--- config.mk ---
export PLATFORM = sky130hd
export DESIGN_NAME = serial_rx_core
export DESIGN_NICKNAME = d
export VERILOG_FILES = /design/src/rtl/srx_pkg.sv /design/src/rtl/srx_sync.sv /design/src/rtl/srx_parity.sv /design/src/rtl/srx_frame.sv /design/src/rtl/serial_rx_core.sv
export SDC_FILE = /design/constraint.sdc
export NUM_CORES = 1
export LEC_CHECK = 0
export ABC_AREA = 1
export BUFFER_PORTS_ARGS = -buffer_cell sky130_fd_sc_hd__buf_2
export CAP_MARGIN = 20
export CORE_MARGIN = 5
export CORE_UTILIZATION = 25
export DETAILED_ROUTE_END_ITERATION = 7
export GPL_ROUTABILITY_DRIVEN = 0
export SYNTH_ARGS = -nofsm -noshare
export SYNTH_HDL_FRONTEND = slang
export SYNTH_HIERARCHICAL = 1
export SYNTH_SLANG_ARGS = --single-unit
--- constraint.sdc ---
create_clock -name clk -period 1.76 [get_ports clk]
set_clock_uncertainty 0.2 [all_clocks]
set_input_delay 0.352 -clock clk [delete_from_list [all_inputs] [get_ports clk]]
set_output_delay 0.352 -clock clk [all_outputs]
set_load 0.02 [all_outputs]
--- src/rtl/srx_pkg.sv ---
package srx_pkg;

    typedef enum logic [2:0] {
        RX_IDLE  = 3'd0,
        RX_START = 3'd1,
        RX_DATA  = 3'd2,
        RX_PAR   = 3'd3,
        RX_STOP  = 3'd4
    } rx_state_e;

    // word length for a 2-bit length code: 5 + code
    function automatic logic [3:0] word_bits(input logic [1:0] code);
        return 4'd5 + {2'b00, code};
    endfunction

endpackage

--- src/rtl/srx_sync.sv ---
module srx_sync #(
    parameter int STAGES   = 2,
    parameter bit IDLE_VAL = 1'b1
) (
    input  logic clk,
    input  logic rst_n,
    input  logic din,
    output logic dout
);

    logic [STAGES-1:0] chain_q;
    logic [STAGES-1:0] chain_d;

    generate
        if (STAGES == 1) begin : g_one
            always_comb chain_d = din;
        end else begin : g_many
            always_comb chain_d = {chain_q[STAGES-2:0], din};
        end
    endgenerate

    always_ff @(posedge clk or negedge rst_n) begin
        if (!rst_n) chain_q <= {STAGES{IDLE_VAL}};
        else        chain_q <= chain_d;
    end

    assign dout = chain_q[STAGES-1];

endmodule

--- src/rtl/srx_parity.sv ---
module srx_parity #(
    parameter int DW = 8
) (
    input  logic [DW-1:0] data,
    input  logic          par_bit,
    input  logic          even_sel,
    output logic          mismatch
);

    logic ones_odd;

    // data arrives with unused upper bits cleared, so a full reduction is exact
    always_comb begin
        ones_odd = (^data) ^ par_bit;
        mismatch = even_sel ? ones_odd : ~ones_odd;
    end

endmodule

--- src/rtl/srx_frame.sv ---
module srx_frame
    import srx_pkg::*;
#(
    parameter int OSR = 16,
    parameter int DW  = 8
) (
    input  logic          clk,
    input  logic          rst_n,
    input  logic          tick,
    input  logic          line,
    input  logic [1:0]    cfg_len,
    input  logic          cfg_par_en,
    input  logic          cfg_par_even,
    input  logic          par_mismatch,
    output logic [DW-1:0] acc_data,
    output logic          acc_par,
    output logic          acc_even,
    output logic [DW-1:0] out_data,
    output logic          out_valid,
    output logic          out_perr,
    output logic          out_ferr
);

    localparam int CNT_W = $clog2(OSR);
    localparam int IDX_W = $clog2(DW);
    localparam logic [CNT_W-1:0] HALF_LAST = CNT_W'(OSR / 2 - 1);
    localparam logic [CNT_W-1:0] FULL_LAST = CNT_W'(OSR - 1);

    typedef struct packed {
        rx_state_e       state;
        logic [CNT_W-1:0] cnt;
        logic [IDX_W-1:0] idx;
        logic [1:0]      len;
        logic            pen;
        logic            pev;
        logic            armed;
        logic [DW-1:0]   acc;
        logic            pbit;
        logic [DW-1:0]   data;
        logic            valid;
        logic            perr;
        logic            ferr;
    } frame_t;

    frame_t q, d;
    logic   last_bit;
    logic   sample;

    always_comb begin
        d        = q;
        d.valid  = 1'b0;
        sample   = tick && (q.cnt == FULL_LAST);
        last_bit = ({1'b0, q.idx} == IDX_W'(word_bits(q.len) - 4'd1));

        unique case (q.state)
            RX_IDLE: begin
                if (line) d.armed = 1'b1;
                if (tick && !line && q.armed) begin
                    d.state = RX_START;
                    d.cnt   = '0;
                    d.acc   = '0;
                    d.len   = cfg_len;
                    d.pen   = cfg_par_en;
                    d.pev   = cfg_par_even;
                    d.armed = 1'b0;
                end
            end
            RX_START: begin
                if (tick) begin
                    if (q.cnt == HALF_LAST) begin
                        d.cnt   = '0;
                        d.idx   = '0;
                        d.state = line ? RX_IDLE : RX_DATA;
                        d.armed = line;
                    end else begin
                        d.cnt = q.cnt + 1'b1;
                    end
                end
            end
            RX_DATA: begin
                if (sample) begin
                    d.cnt        = '0;
                    d.acc[q.idx] = line;
                    if (last_bit) d.state = q.pen ? RX_PAR : RX_STOP;
                    else          d.idx   = q.idx + 1'b1;
                end else if (tick) begin
                    d.cnt = q.cnt + 1'b1;
                end
            end
            RX_PAR: begin
                if (sample) begin
                    d.cnt   = '0;
                    d.pbit  = line;
                    d.state = RX_STOP;
                end else if (tick) begin
                    d.cnt = q.cnt + 1'b1;
                end
            end
            RX_STOP: begin
                if (sample) begin
                    d.cnt   = '0;
                    d.valid = 1'b1;
                    d.data  = q.acc;
                    d.perr  = q.pen && par_mismatch;
                    d.ferr  = !line;
                    d.armed = line;
                    d.state = RX_IDLE;
                end else if (tick) begin
                    d.cnt = q.cnt + 1'b1;
                end
            end
            default: d.state = RX_IDLE;
        endcase
    end

    always_ff @(posedge clk or negedge rst_n) begin
        if (!rst_n) begin
            q       <= '0;
            q.state <= RX_IDLE;
        end else begin
            q <= d;
        end
    end

    assign acc_data  = q.acc;
    assign acc_par   = q.pbit;
    assign acc_even  = q.pev;
    assign out_data  = q.data;
    assign out_valid = q.valid;
    assign out_perr  = q.perr;
    assign out_ferr  = q.ferr;

    // the strobe never lasts two cycles
    assert_valid_single_R8: assert property (@(posedge clk) disable iff (!rst_n)
        q.valid |=> !q.valid);

    // outputs hold between strobes
    assert_outputs_hold_R8: assert property (@(posedge clk) disable iff (!rst_n)
        !q.valid |-> ($stable(q.data) && $stable(q.perr) && $stable(q.ferr)));

    // nothing above the captured length
    assert_upper_zero_R2: assert property (@(posedge clk) disable iff (!rst_n)
        q.valid |-> ((q.data >> word_bits(q.len)) == '0));

    // parity flag stays clear when parity was off for the character
    assert_no_perr_off_R4: assert property (@(posedge clk) disable iff (!rst_n)
        (q.valid && !q.pen) |-> !q.perr);

    // a stop-low character is delivered as soon as the stop bit is sampled
    assert_ferr_delivered_R5: assert property (@(posedge clk) disable iff (!rst_n)
        (q.state == RX_STOP && sample && !line) |=> (q.valid && q.ferr));

endmodule

--- src/rtl/serial_rx_core.sv ---
module serial_rx_core #(
    parameter int OSR       = 16,
    parameter int SYNC_STGS = 2
) (
    input  logic       clk,
    input  logic       rst_n,
    input  logic       os_tick,
    input  logic       rx_line,
    input  logic [1:0] cfg_len,
    input  logic       cfg_par_en,
    input  logic       cfg_par_even,
    output logic [7:0] rx_data,
    output logic       rx_valid,
    output logic       rx_par_err,
    output logic       rx_frm_err
);

    localparam int DW = 8;

    logic          line_s;
    logic [DW-1:0] acc_data;
    logic          acc_par;
    logic          acc_even;
    logic          par_mismatch;

    srx_sync #(.STAGES(SYNC_STGS), .IDLE_VAL(1'b1)) u_sync (
        .clk  (clk),
        .rst_n(rst_n),
        .din  (rx_line),
        .dout (line_s)
    );

    srx_parity #(.DW(DW)) u_parity (
        .data    (acc_data),
        .par_bit (acc_par),
        .even_sel(acc_even),
        .mismatch(par_mismatch)
    );

    srx_frame #(.OSR(OSR), .DW(DW)) u_frame (
        .clk         (clk),
        .rst_n       (rst_n),
        .tick        (os_tick),
        .line        (line_s),
        .cfg_len     (cfg_len),
        .cfg_par_en  (cfg_par_en),
        .cfg_par_even(cfg_par_even),
        .par_mismatch(par_mismatch),
        .acc_data    (acc_data),
        .acc_par     (acc_par),
        .acc_even    (acc_even),
        .out_data    (rx_data),
        .out_valid   (rx_valid),
        .out_perr    (rx_par_err),
        .out_ferr    (rx_frm_err)
    );

endmodule

* Yosys cells after proc, flatten, opt, wreduce, memory -nomap -nowiden
Cells that the tools add are included. W data, S select, Z words.
Storage, ports and cells: register bits after elaboration 37, input bits 8, output and inout bits 11, word-level logic and storage cells 92
Cells by class: add/sub/neg operators 4, magnitude comparators 2, equal/unequal tests 17, muxes and demuxes 32, bitwise gates (word level) 2, reductions and logical operators 21
Operator list (count):
- $mux W3 | 11
- $pmux W8 S2 | 1
- $pmux W3 S5 | 1
- $mux W4 | 3
- $ne A2 B1 Y1 const B | 6
- $pmux W4 S3 | 1
- $mux W10 | 1
- $reduce_and A5 Y1 | 2
- $mux W9 | 1
- $bwmux W8 | 1
- $mux W8 | 1
- $reduce_xor A8 Y1 | 1
- $mux W7 | 1
- $reduce_and A7 Y1 | 1
- $eq A3 B2 Y1 const B | 2
- $mux W1 | 6
- $pmux W3 S2 | 1
- $reduce_and A2 Y1 | 3
- $reduce_bool A3 Y1 | 2
- $logic_and A1 B1 Y1 | 5
- $add A4 B1 Y4 const B | 1
- $eq A4 B3 Y1 const B | 1
- $eq A4 B4 Y1 const B | 1
- $lt A3 B4 Y1 const B | 1
- other kinds (21) | 23

* Longest topological paths before layout
Gate-level depths: netlist of run 1.
depth after elaboration 7, depth in mapped cells 12, depth with buffers taken out 11

* Modules after synthesis
Netlist of run 1, hierarchy kept.
By module, submodules not included:
- srx_frame | instances 1, cells each 251, area an instance 1980.6 µm², sequential area each 875.8 µm²
- srx_parity | instances 1, cells each 43, area an instance 188.9 µm², sequential area each 0.0 µm²
- srx_sync | instances 1, cells each 2, area an instance 52.6 µm², sequential area each 52.6 µm²

* Least setup slack after synthesis of run 1
No wires, ideal clock.
path kind reg2reg, start point register u_frame/q[28] (netlist name), end point register u_frame.q, in the netlist u_frame/out_perr, setup time 117 ps, data arrival time 1255 ps, required time 1443 ps, path slack 188 ps, cell stages (with the launch flop) 10, buffers on the path 1, period minus slack after synthesis 1572 ps, cell sequence dfrtp_1 -> ha_1 -> nand2_1 -> nor2_4 -> inv_2 -> nor2_2 -> inv_2 -> buf_2 -> nand2_1 -> nand2_1
On the way: longest elaborated chain between the ends 3
RTL lines:
- start, declared | RTL line srx_frame.sv:45 | frame_t q, d;
- $eq A4 B4 Y1 | RTL line srx_frame.sv:52 | sample = tick && (q.cnt == FULL_LAST);
- $logic_and A1 B1 Y1 | RTL line srx_frame.sv:52
- $reduce_and A2 Y1 (no source line)
No other way between the ends. A chain may end at the register's enable or synchronous reset.

* Final worst setup path of run 1
start point register u_frame/q[28] (netlist name), end point register u_frame.q, in the netlist u_frame/acc_data[3]
On the way: longest elaborated chain between the ends 4
RTL lines (RTL line):
- $eq A4 B4 Y1 | srx_frame.sv:52
- $logic_and A1 B1 Y1 | srx_frame.sv:52
- $ne A2 B1 Y1 (no source line)
- $reduce_and A3 Y1 (no source line)
No other way between the ends.

==> metrics, run 1 <==
synthesis-to-finish area growth=14.0%; Psw=1.16 mW; clock share of power=20.4%; commonest cells after routing, fill and taps aside=nand2_1, dfrtp_1, inv_1; maximum vdd drop=342 uV; Iteration-0 DRC Markers=79; Rel. slew slack=77.0%; total track usage=8.36%; DP Area=2370 um^2; Sequential Power Share=38.4%; area share of the largest cell type after synthesis=39.4%; cell area after layout=2530 um^2; Via density=4.25; Tightest Hold Check Type=primary input to flop; Crit Path Category=flop to flop; WL/cell=10.3 um; synth warn=6; Initial Util=25.6%; Post-synth ARST share=100%; port buffer count=18; root buf cell=clkbuf_8; WP data arrival=1.72 ns; post-layout util=29.2%; Cells after Synth=296; CTS buffer count=5; PwrDens=1130 nW/um^2; Syn Nets=306; Final ANT Viol Nets=0; internal power=1.69 mW; sequential area share after synthesis=41.8%; Min-Delay Endpoint=u_frame/acc_even; clock buffer depth=2; Die Wd=104 um; antenna cells=0; CTS Sinks=37; commonest non-fill, non-tap cell in the layout=nand2_1; largest net degree at the start of global routing=16; die height=104 um; first drt pass iteration count=4; CTS H-tree depth=2; Synth cell types=32; CP Capture Type=flop; largest cells by area after synthesis=dfrtp_1, nand2_1, buf_4; Hold Crit Depth=2; worst slew pin tran=0.345 ns; outcome=finished clean; Max Clk Rate=0.591 GHz; area leader, netlist=dfrtp_1; CTS clock-pin slew for the worst setup and hold paths=0.08 ns; CP Buf/Inv Count=1; row cnt=34; share of cells above drive strength 1=24.8%; depth of the worst register-to-register path=7; Lkg Pwr=1.33 nW; fin crit period=1.69 ns; Comb power frac=41.2%; pins over their slew limit=0; core area=8680 um^2; initial antenna violation count=0; NumNets Final=323; Max-Cap Viols=0; RR Endpoint=u_frame/acc_data[3]; CTS tree=done; Crit path required time=1.79 ns; worst slack at placement=0.0482 ns; Tcrit/Tclk final=96.1%; FF-to-FF setup slack=0.07 ns; sw frac=40.8%; Slowest Stage Delay on Critical Path=0.37 ns; startpoint types=flop; vias in the first global route=1676; drt total wl=4330 um; Synth Register Bits=37; slack of the critical path=0.0683 ns; reg2reg start=u_frame/q[28]; Tot Pwr=2.85 mW; DRC viols=0; Syn Std Cell Area=2220 um^2; CP max stage cell=dfrtp_1; top_reg_cell synth=dfrtp_1; CP max FO=8; syn avg cell area=7.51 um^2; final setup vio count=0; DR vias=1793; Post-DP HPWL=3360 um; first-pass GRT wire length=7660 um; min-delay src=cfg_par_even; EDFF count, synth=0; die area=10900 um^2; clock latency at the later pin of the worst-skew pair=0.29 ns; Worst path top cell family by delay=simple AND/OR/NAND/NOR gates; final hold vios=0; # IOs=19; grt total ovfl=0; crit-path cells=ha_2, nand2_4, nor2_4, inv_2, nor3_4, nand4_1, nand2_1; Setup Total Neg Slack=0 ns; unrepaired setup endpoints after global routing=true
[cells by family after synthesis]
| logic type | Yosys count | synth area share (%) |
|---|---|---|
| flops | 37 | 41.8 |
| xor+xnor | 4 | 1.58 |
| simple gates | 175 | 35.7 |
| buf+inv | 52 | 11.9 |
| fa+ha+maj | 2 | 1.13 |
| compound gates | 24 | 6.93 |
| mux | 2 | 1.01 |
[cell type report]
type	instances	area [um^2]
clock buffers	6	72.6
clock inverters	2	10.0
fillers	960	6140
inverters	31	116
multi-input cells	207	1060
flip-flops and latches	37	930
well taps	108	135
repair buffers	31	205
[cells in the mapped netlist, drive strengths merged, types with 3 or more instances]
| cell | count |
|---|---|
| nor3 | 5 |
| o21ai | 10 |
| nand3 | 18 |
| inv | 31 |
| nand4 | 7 |
| o31ai | 3 |
| dfrtp | 35 |
| nor2 | 20 |
| nand2 | 120 |
| xnor2 | 3 |
| or2 | 4 |
| a21oi | 7 |
| buf | 21 |
[registers in the layout, summed over array words and instances (netlist names), 2 cells and up]
signal / flops
u_frame/out_data: 8
u_frame/q: 14
u_frame/acc_data: 8
u_sync/chain_q: 2
[per-stage QoR]
step	std cells	hold WS, ns
floorplan	296	-0.144
global placement	409	0.0764
detailed placement	409	0.0793
CTS	419	0.0673
global route	422	0.0672
finish	422	0.0703
[power groups by stage]
stage                     clock [mW]  sequential, mW  combinational (mW)
final                          0.580            1.10                1.17
after global routing           0.641            1.11                1.33
after CTS                      0.605            1.09                1.11
after detailed placement           0            1.11                1.11
after global placement             0            1.11                1.08
after floorplan                    0            1.10               0.838
[metal layers]
metal / up-vias / GRT usage [%] / wire, um
met5: - / 0 / 0
met4: 0 / 2.22 / 15
met3: 2 / 2.61 / 174
met2: 22 / 13.7 / 2060
met1: 814 / 10.6 / 2080
li1: 955 / - / -
[how the worst max path moves through the flow]
stage / endpoint / cells after the start / slack [ns] / startpoint
detailed placement: u_frame/acc_data[7] / 8 / 0.05 / u_frame/q[28]
floorplan: u_frame/out_perr / 9 / 0.19 / u_frame/q[28]
CTS: u_frame/acc_data[7] / 8 / 0.03 / u_frame/q[28]
global route: u_frame/acc_data[5] / 7 / -0.06 / u_frame/q[28]
global placement: u_frame/acc_data[6] / 8 / 0.08 / u_frame/q[28]
finish: u_frame/acc_data[3] / 7 / 0.07 / u_frame/q[28]
[timing repair]
| item | 4_1_cts | 5_1_grt |
|---|---|---|
| resized for setup | 0 | 10 |
| setup endpoints to repair | 0 | 22 |
| hold buffers | 2 | 0 |
| setup buffers | 0 | 3 |
| hold endpoints to repair | 13 | 0 |
Note: power is estimated with default switching activity, not from simulation.
==> run 2, diff against run 1 <==
--- a/config.mk
+++ b/config.mk
@@ -6,11 +6,11 @@
 export NUM_CORES = 1
 export LEC_CHECK = 0
 export ABC_AREA = 1
-export BUFFER_PORTS_ARGS = -buffer_cell sky130_fd_sc_hd__buf_2
 export CAP_MARGIN = 20
 export CORE_MARGIN = 5
 export CORE_UTILIZATION = 25
 export DETAILED_ROUTE_END_ITERATION = 7
+export DONT_BUFFER_PORTS = 1
 export GPL_ROUTABILITY_DRIVEN = 0
 export SYNTH_ARGS = -nofsm -noshare
 export SYNTH_HDL_FRONTEND = slang
==> run 2 against run 1 <==
Setup slack improved by 0.039 ns. Register-to-register slack improved by 0.04 ns. Cell area decreased by 2.2%. Sequential power about the same. Global-route usage increased by 0.12 points. Final cell count decreased by 4.5%. Fmax increased by 2.4%. Flip-flop and latch count unchanged. Die area unchanged. Utilization decreased by 0.65 points. Largest power group is now registers.
==> metrics, run 2 (synthesis results as in run 1) <==
outcome=finished clean; vias in the first global route=1715 (+2.3%); sw frac=38.7% (-2.1 points); CTS clock-pin slew for the worst setup and hold paths=0.08 ns (about the same); slack of the critical path=0.107 ns (+0.0389 ns); GR met2 Demand/Resource=14.2% (+0.50 points); die height=104 um (unchanged); WL/cell=11.2 um (+9.1%); share of cells above drive strength 1=19.0% (-5.9 points); CTS H-tree depth=2 (unchanged); Max-Cap Viols=0 (unchanged); clock buffer depth=2 (unchanged); total track usage=8.48% (+0.12 points); Crit Path Category=flop to flop; Comb power frac=37.3% (-3.9 points); CTS tree=done; cell area after layout=2480 um^2 (-2.2%); pins over their slew limit=0 (unchanged); row cnt=34 (unchanged); first drt pass iteration count=4 (unchanged); startpoint types=flop; die area=10900 um^2 (unchanged); first-pass GRT wire length=7660 um (unchanged); max reg flops=14 (unchanged); Max Clk Rate=0.605 GHz (+2.4%); CTS buffer count=5 (unchanged); maximum vdd drop=331 uV (-3.2%); DRC viols=0 (unchanged); Final ANT Viol Nets=0 (unchanged); Setup Total Neg Slack=0 ns (unchanged); met1 Resource Use GR=9.84% (-0.81 points); Sequential Power Share=37.3% (-1.1 points); # IOs=19 (unchanged); Psw=1.17 mW (+0.38%); FF-to-FF setup slack=0.11 ns (+0.04 ns); antenna cells=0 (unchanged); CP Capture Type=flop; final hold vios=0 (unchanged); routing usage on met3=3.23% (+0.62 points); Rel. slew slack=79.3% (+2.3 points); CTS Sinks=37 (unchanged); gr busiest metal=met2; commonest non-fill, non-tap cell in the layout=nand2_1; PwrDens=1220 nW/um^2 (+8.3%); unrepaired setup endpoints after global routing=true; Tcrit/Tclk final=93.9% (-2.2 points); NumNets Final=304 (-5.9%); core area=8680 um^2 (unchanged); synthesis-to-finish area growth=11.5%; largest net degree at the start of global routing=38 (+22); Lkg Pwr=1.25 nW (-6.3%); worst hold slack=0.0223 ns (-0.0480 ns); grt total ovfl=0 (unchanged); worst slew pin tran=0.310 ns (-0.0353 ns); port buffer count=0 (-18); internal power=1.85 mW (+9.7%); commonest cells after routing, fill and taps aside=nand2_1, dfrtp_1, inv_1; clock share of power=25.4% (+5.0 points); initial antenna violation count=0 (unchanged); Via density=4.42 (+4.1%); final setup vio count=0 (unchanged); root buf cell=clkbuf_8; fin crit period=1.65 ns (-0.0389 ns); drt total wl=4510 um (+4.2%); clock latency at the later pin of the worst-skew pair=0.29 ns (about the same); Post-DP HPWL=3340 um (-0.57%); Iteration-0 DRC Markers=107 (+35%); Die Wd=104 um (unchanged); Tightest Hold Check Type=primary input to flop; FILL cells=926 (-3.5%); Tot Pwr=3.02 mW (+5.9%); Most flops, register=u_frame/q; DP Area=2250 um^2 (-5.0%); CP max FO=8 (unchanged); WP data arrival=1.64 ns (-0.08 ns); Initial Util=25.6% (unchanged); DR vias=1782 (-0.61%); Crit path required time=1.74 ns (-0.05 ns); worst slack at placement=0.0410 ns (-0.00719 ns)
run 2: changes by cell type in the layout (fill, tap and decap cells not counted):
cell	change
buf_2	-18
buf_4	-3
clkinv_2	-2
dlygate4sd3_1	+2
bufinv_16	+1
clkbuf_8	+1
ha_2	-1
ha_4	+1
nor2_1	+1
nor2_4	-1
run 2: per-stage QoR:
stage / cells / util, %
2_1_floorplan: 296 / -
3_3_place_gp: 389 / 26.0
3_5_place_dp: 389 / 26.0
4_1_cts: 402 / 28.0
5_1_grt: 403 / 28.5
6_report: 403 / 28.5
run 2: power by group through the flow:
stage | clock network, mW | logic [mW] | registers (mW)
2_1_floorplan | 0 | 0.838 | 1.10
3_3_place_gp | 0 | 1.02 | 1.13
3_5_place_dp | 0 | 1.05 | 1.13
4_1_cts | 0.793 | 1.08 | 1.11
5_1_grt | 0.832 | 1.28 | 1.14
6_report | 0.766 | 1.13 | 1.13
run 2: layer usage:
layer / up-vias / share of wire (%) / wire, um
met4: 0 / 2.1 / 97
li1: 908 / - / -
met1: 833 / 44 / 2010
met3: 10 / 5.4 / 243
met5: - / 0 / 0
met2: 31 / 48 / 2170
run 2: timing repair:
item	CTS	global route
hold buffers	5	0
gates resized for setup	0	9
endpoints found under the setup margin	0	23
hold endpoints to repair	40	0
buffers inserted	0	1
run 2: layout make-up:
class                   count  area (um^2)  share of cell area (%)
flip-flops and latches     37          930                    37.5
multi-input cells         207         1070                    43.1
clock buffers               7         86.3                    3.48
well taps                 108          135                    5.45
repair buffers             12          113                    4.55
clock inverters             1         30.0                    1.21
inverters                  31          116                    4.70
run 2: path summary, 6_finish.rpt:
| kind | from | to | cells past startpoint |
|---|---|---|---|
| min reg2reg | u_sync/chain_q[0] | u_sync/chain_q[1] | 0 |
| min in group asynchronous | rst_n | u_frame/out_perr | 2 |
| min | cfg_len[0] | u_frame/q[23] | 2 |
| max reg2reg | u_frame/q[33] | u_frame/acc_data[4] | 8 |
| max in group asynchronous | rst_n | u_sync/chain_q[0] | 2 |
| max | u_frame/q[33] | u_frame/acc_data[4] | 8 |
run 2: worst max-delay path: stages, from the launching register on:
cell     delay (ns)
dfrtp_1        0.43
nor2_4         0.15
nand2_1        0.13
inv_2          0.10
nand2_4        0.09
a21oi_4        0.25
nand2_1        0.09
nand2_1        0.06
nand2_1        0.05
==> run 3, diff against run 2 <==
--- a/config.mk
+++ b/config.mk
@@ -5,13 +5,13 @@
 export SDC_FILE = /design/constraint.sdc
 export NUM_CORES = 1
 export LEC_CHECK = 0
-export ABC_AREA = 1
 export CAP_MARGIN = 20
 export CORE_MARGIN = 5
 export CORE_UTILIZATION = 25
 export DETAILED_ROUTE_END_ITERATION = 7
 export DONT_BUFFER_PORTS = 1
 export GPL_ROUTABILITY_DRIVEN = 0
+export SLEW_MARGIN = 10
 export SYNTH_ARGS = -nofsm -noshare
 export SYNTH_HDL_FRONTEND = slang
 export SYNTH_HIERARCHICAL = 1
==> run 3 against run 2 <==
The flow now finishes with violations (negative setup slack). Sequential share of layout area fell by 1.9 points. Combinational power rose by 41%. Utilization rose by 3.7 points. Highest routed layer unchanged. Largest power group is now combinational cells.
==> metrics, run 3 <==
top_reg_cell synth=dfrtp_1; NumNets Final=233 (-23%); cell area after layout=2610 um^2 (+5.3%); die area=10100 um^2 (-6.9%); Iteration-0 DRC Markers=79 (-26%); Comb power frac=46.6% (+9.3 points); Max-Cap Viols=0 (unchanged); slack of the critical path=-0.0259 ns (-0.133 ns); Lkg Pwr=1.13 nW (-9.4%); placed insts=310 (-20%); CTS buffer count=5 (unchanged); Slowest Stage Delay on Critical Path=0.63 ns (+0.20 ns); crit-path most repeated cell=buf_4; synthesis-to-finish area growth=27.1%; WP data arrival=1.80 ns (+0.16 ns); startpoint types=flop; Most flops, register=u_frame/q; Setup Total Neg Slack=-0.0940 ns (-0.0940 ns); clock latency at the later pin of the worst-skew pair=0.29 ns (about the same); area share of the largest cell type after synthesis=42.7% (+3.2 points); Final ANT Viol Nets=0 (unchanged); Die Wd=101 um (-3.5%); drt total wl=4320 um (-4.3%); commonest non-fill, non-tap cell in the layout=dfrtp_1; unrepaired setup endpoints after global routing=true; port buffer count=0 (unchanged); Rel. slew slack=76.8% (-2.5 points); FF-to-FF setup slack=-0.03 ns (-0.13 ns); largest cells by area after synthesis=dfrtp_1, buf_4, mux2_2; row cnt=33 (-2.9%); CP max stage cell=or4b_2; pins over their slew limit=0 (unchanged); Syn Std Cell Area=2050 um^2 (-7.6%); final setup vio count=6 (+6); internal power=2.19 mW (+19%); Synth cell types=43 (+34%); Max Clk Rate=0.560 GHz (-7.5%); first drt pass iteration count=4 (unchanged); clock share of power=21.9% (-3.5 points); Psw=1.22 mW (+4.1%); antenna cells=0 (unchanged); DR vias=1471 (-17%); DRC viols=0 (unchanged); worst slew pin tran=0.346 ns (+0.0364 ns); largest net degree at the start of global routing=38 (unchanged); top post-synthesis cells by count=dfrtp_1, o21ai_0, buf_4, nor2_1, nand2_1; DP Area=2260 um^2 (+0.39%); grt total ovfl=0 (unchanged); initial antenna violation count=0 (unchanged); # IOs=19 (unchanged); Cells after Synth=202 (-32%); Via density=4.47 (+1.1%); commonest cells after routing, fill and taps aside=dfrtp_1, buf_4, o21ai_1; final hold vios=0 (unchanged); Synth Register Bits=37 (unchanged); failing checks=negative setup slack; sw frac=35.7% (-3.0 points); vias in the first global route=1537 (-10%); EDFF count, synth=0 (unchanged); syn avg cell area=10.2 um^2 (+35%); Initial Util=25.4% (-0.23 points); Tightest Hold Check Type=primary input to flop; total track usage=8.90% (+0.42 points); Post-DP HPWL=2970 um (-11%); clock buffer depth=2 (unchanged); Sequential Power Share=31.5% (-5.8 points); Tcrit/Tclk final=101% (+7.6 points); CP max FO=8 (unchanged); WL/cell=13.1 um (+17%); Tot Pwr=3.41 mW (+13%); Crit Path Category=flop to flop; CP Capture Type=flop; area leader, netlist=dfrtp_1; maximum vdd drop=483 uV (+46%); core area=8090 um^2 (-6.7%); worst hold slack=0.0131 ns (-0.00921 ns); crit-path cells=buf_4, buf_4, or4b_2, o21ai_1; outcome=complete, but fails checks; synth warn=6 (unchanged); PwrDens=1310 nW/um^2 (+7.3%); CTS H-tree depth=2 (unchanged); fin crit period=1.79 ns (+0.133 ns); max reg flops=14 (unchanged); CTS tree=done; CTS Sinks=37 (unchanged); die height=101 um (-3.5%); Syn Nets=212 (-31%); worst slack at placement=-0.0891 ns (-0.130 ns); root buf cell=clkbuf_8; CTS clock-pin slew for the worst setup and hold paths=0.08 ns (about the same); sequential area share after synthesis=45.2% (+3.4 points); Non-Filler Instances=329 (-18%); Crit path required time=1.77 ns (+0.03 ns); Post-synth ARST share=100% (unchanged); post-layout util=32.2% (+3.7 points); first-pass GRT wire length=7190 um (-6.1%); most numerous cell in the Yosys netlist=dfrtp_1; share of cells above drive strength 1=34.8% (+16 points)
## run 3: routing by layer
| layer | global-route usage, % | vias up | part of all wire [%] |
|---|---|---|---|
| met5 | 0 | - | 0 |
| met2 | 15.0 | 21 | 48 |
| met1 | 11.1 | 718 | 47 |
| met3 | 2.70 | 4 | 4.5 |
| met4 | 2.18 | 0 | 0.63 |
| li1 | - | 728 | - |
## run 3: timing repair
action	4_1_cts	5_1_grt
pin swaps	5	2
setup endpoints to repair	23	27
hold endpoints to repair	40	0
setup buffers	7	0
gates cloned	0	0
hold buffers	5	0
resized for setup	15	24
## run 3: worst max-delay path: cells and delay by family, from the launching register on
family | cells | cell delay, ns
AOI/OAI and AO/OA | 1 | 0.14
buffers and inverters | 2 | 0.33
DFF | 1 | 0.42
and+or+nand+nor | 1 | 0.63
## run 3: area by class of cell
| class | instances | area, um^2 |
|---|---|---|
| clock buffer | 5 | 68.8 |
| clock inverter | 3 | 46.3 |
| multi-input combinational | 131 | 1070 |
| timing repair buffer | 38 | 324 |
| sequential | 37 | 930 |
| inverter | 10 | 37.5 |
| tap | 105 | 131 |
| fill | 847 | 5480 |
## run 3: path summary, 6_finish.rpt
check | cells past startpoint | endpoint | from
min in group asynchronous | 2 | u_frame/out_valid | rst_n
worst min-delay path | 1 | u_frame/q[22] | cfg_par_en
worst max-delay path | 4 | u_frame/q[33] | u_frame/q[34]
worst min register to register | 0 | u_sync/chain_q[1] | u_sync/chain_q[0]
max in group asynchronous | 2 | u_sync/chain_q[0] | rst_n
worst max register to register | 4 | u_frame/q[33] | u_frame/q[34]
## run 3: cells by family (layout without fill, tap and decap cells)
kind of cell	after synthesis	after routing	share of synthesized area [%]
AO/OA/AOI/OAI	51	51	16.1
XOR/XNOR	12	12	5.79
adder cells (fa/ha/maj)	2	2	1.22
buffers and inverters	34	56	9.75
flip-flops	37	37	45.2
multiplexers	15	15	8.04
AND/OR/NAND/NOR	51	51	13.8
## run 3: power by group through the flow
stage / Clock, mW / Combinational [mW] / Sequential [mW]
final: 0.746 / 1.59 / 1.08
after global placement: 0 / 1.29 / 1.09
after detailed placement: 0 / 1.31 / 1.09
after CTS: 0.779 / 1.55 / 1.07
after global routing: 0.810 / 1.73 / 1.09
after floorplan: 0 / 0.901 / 1.08
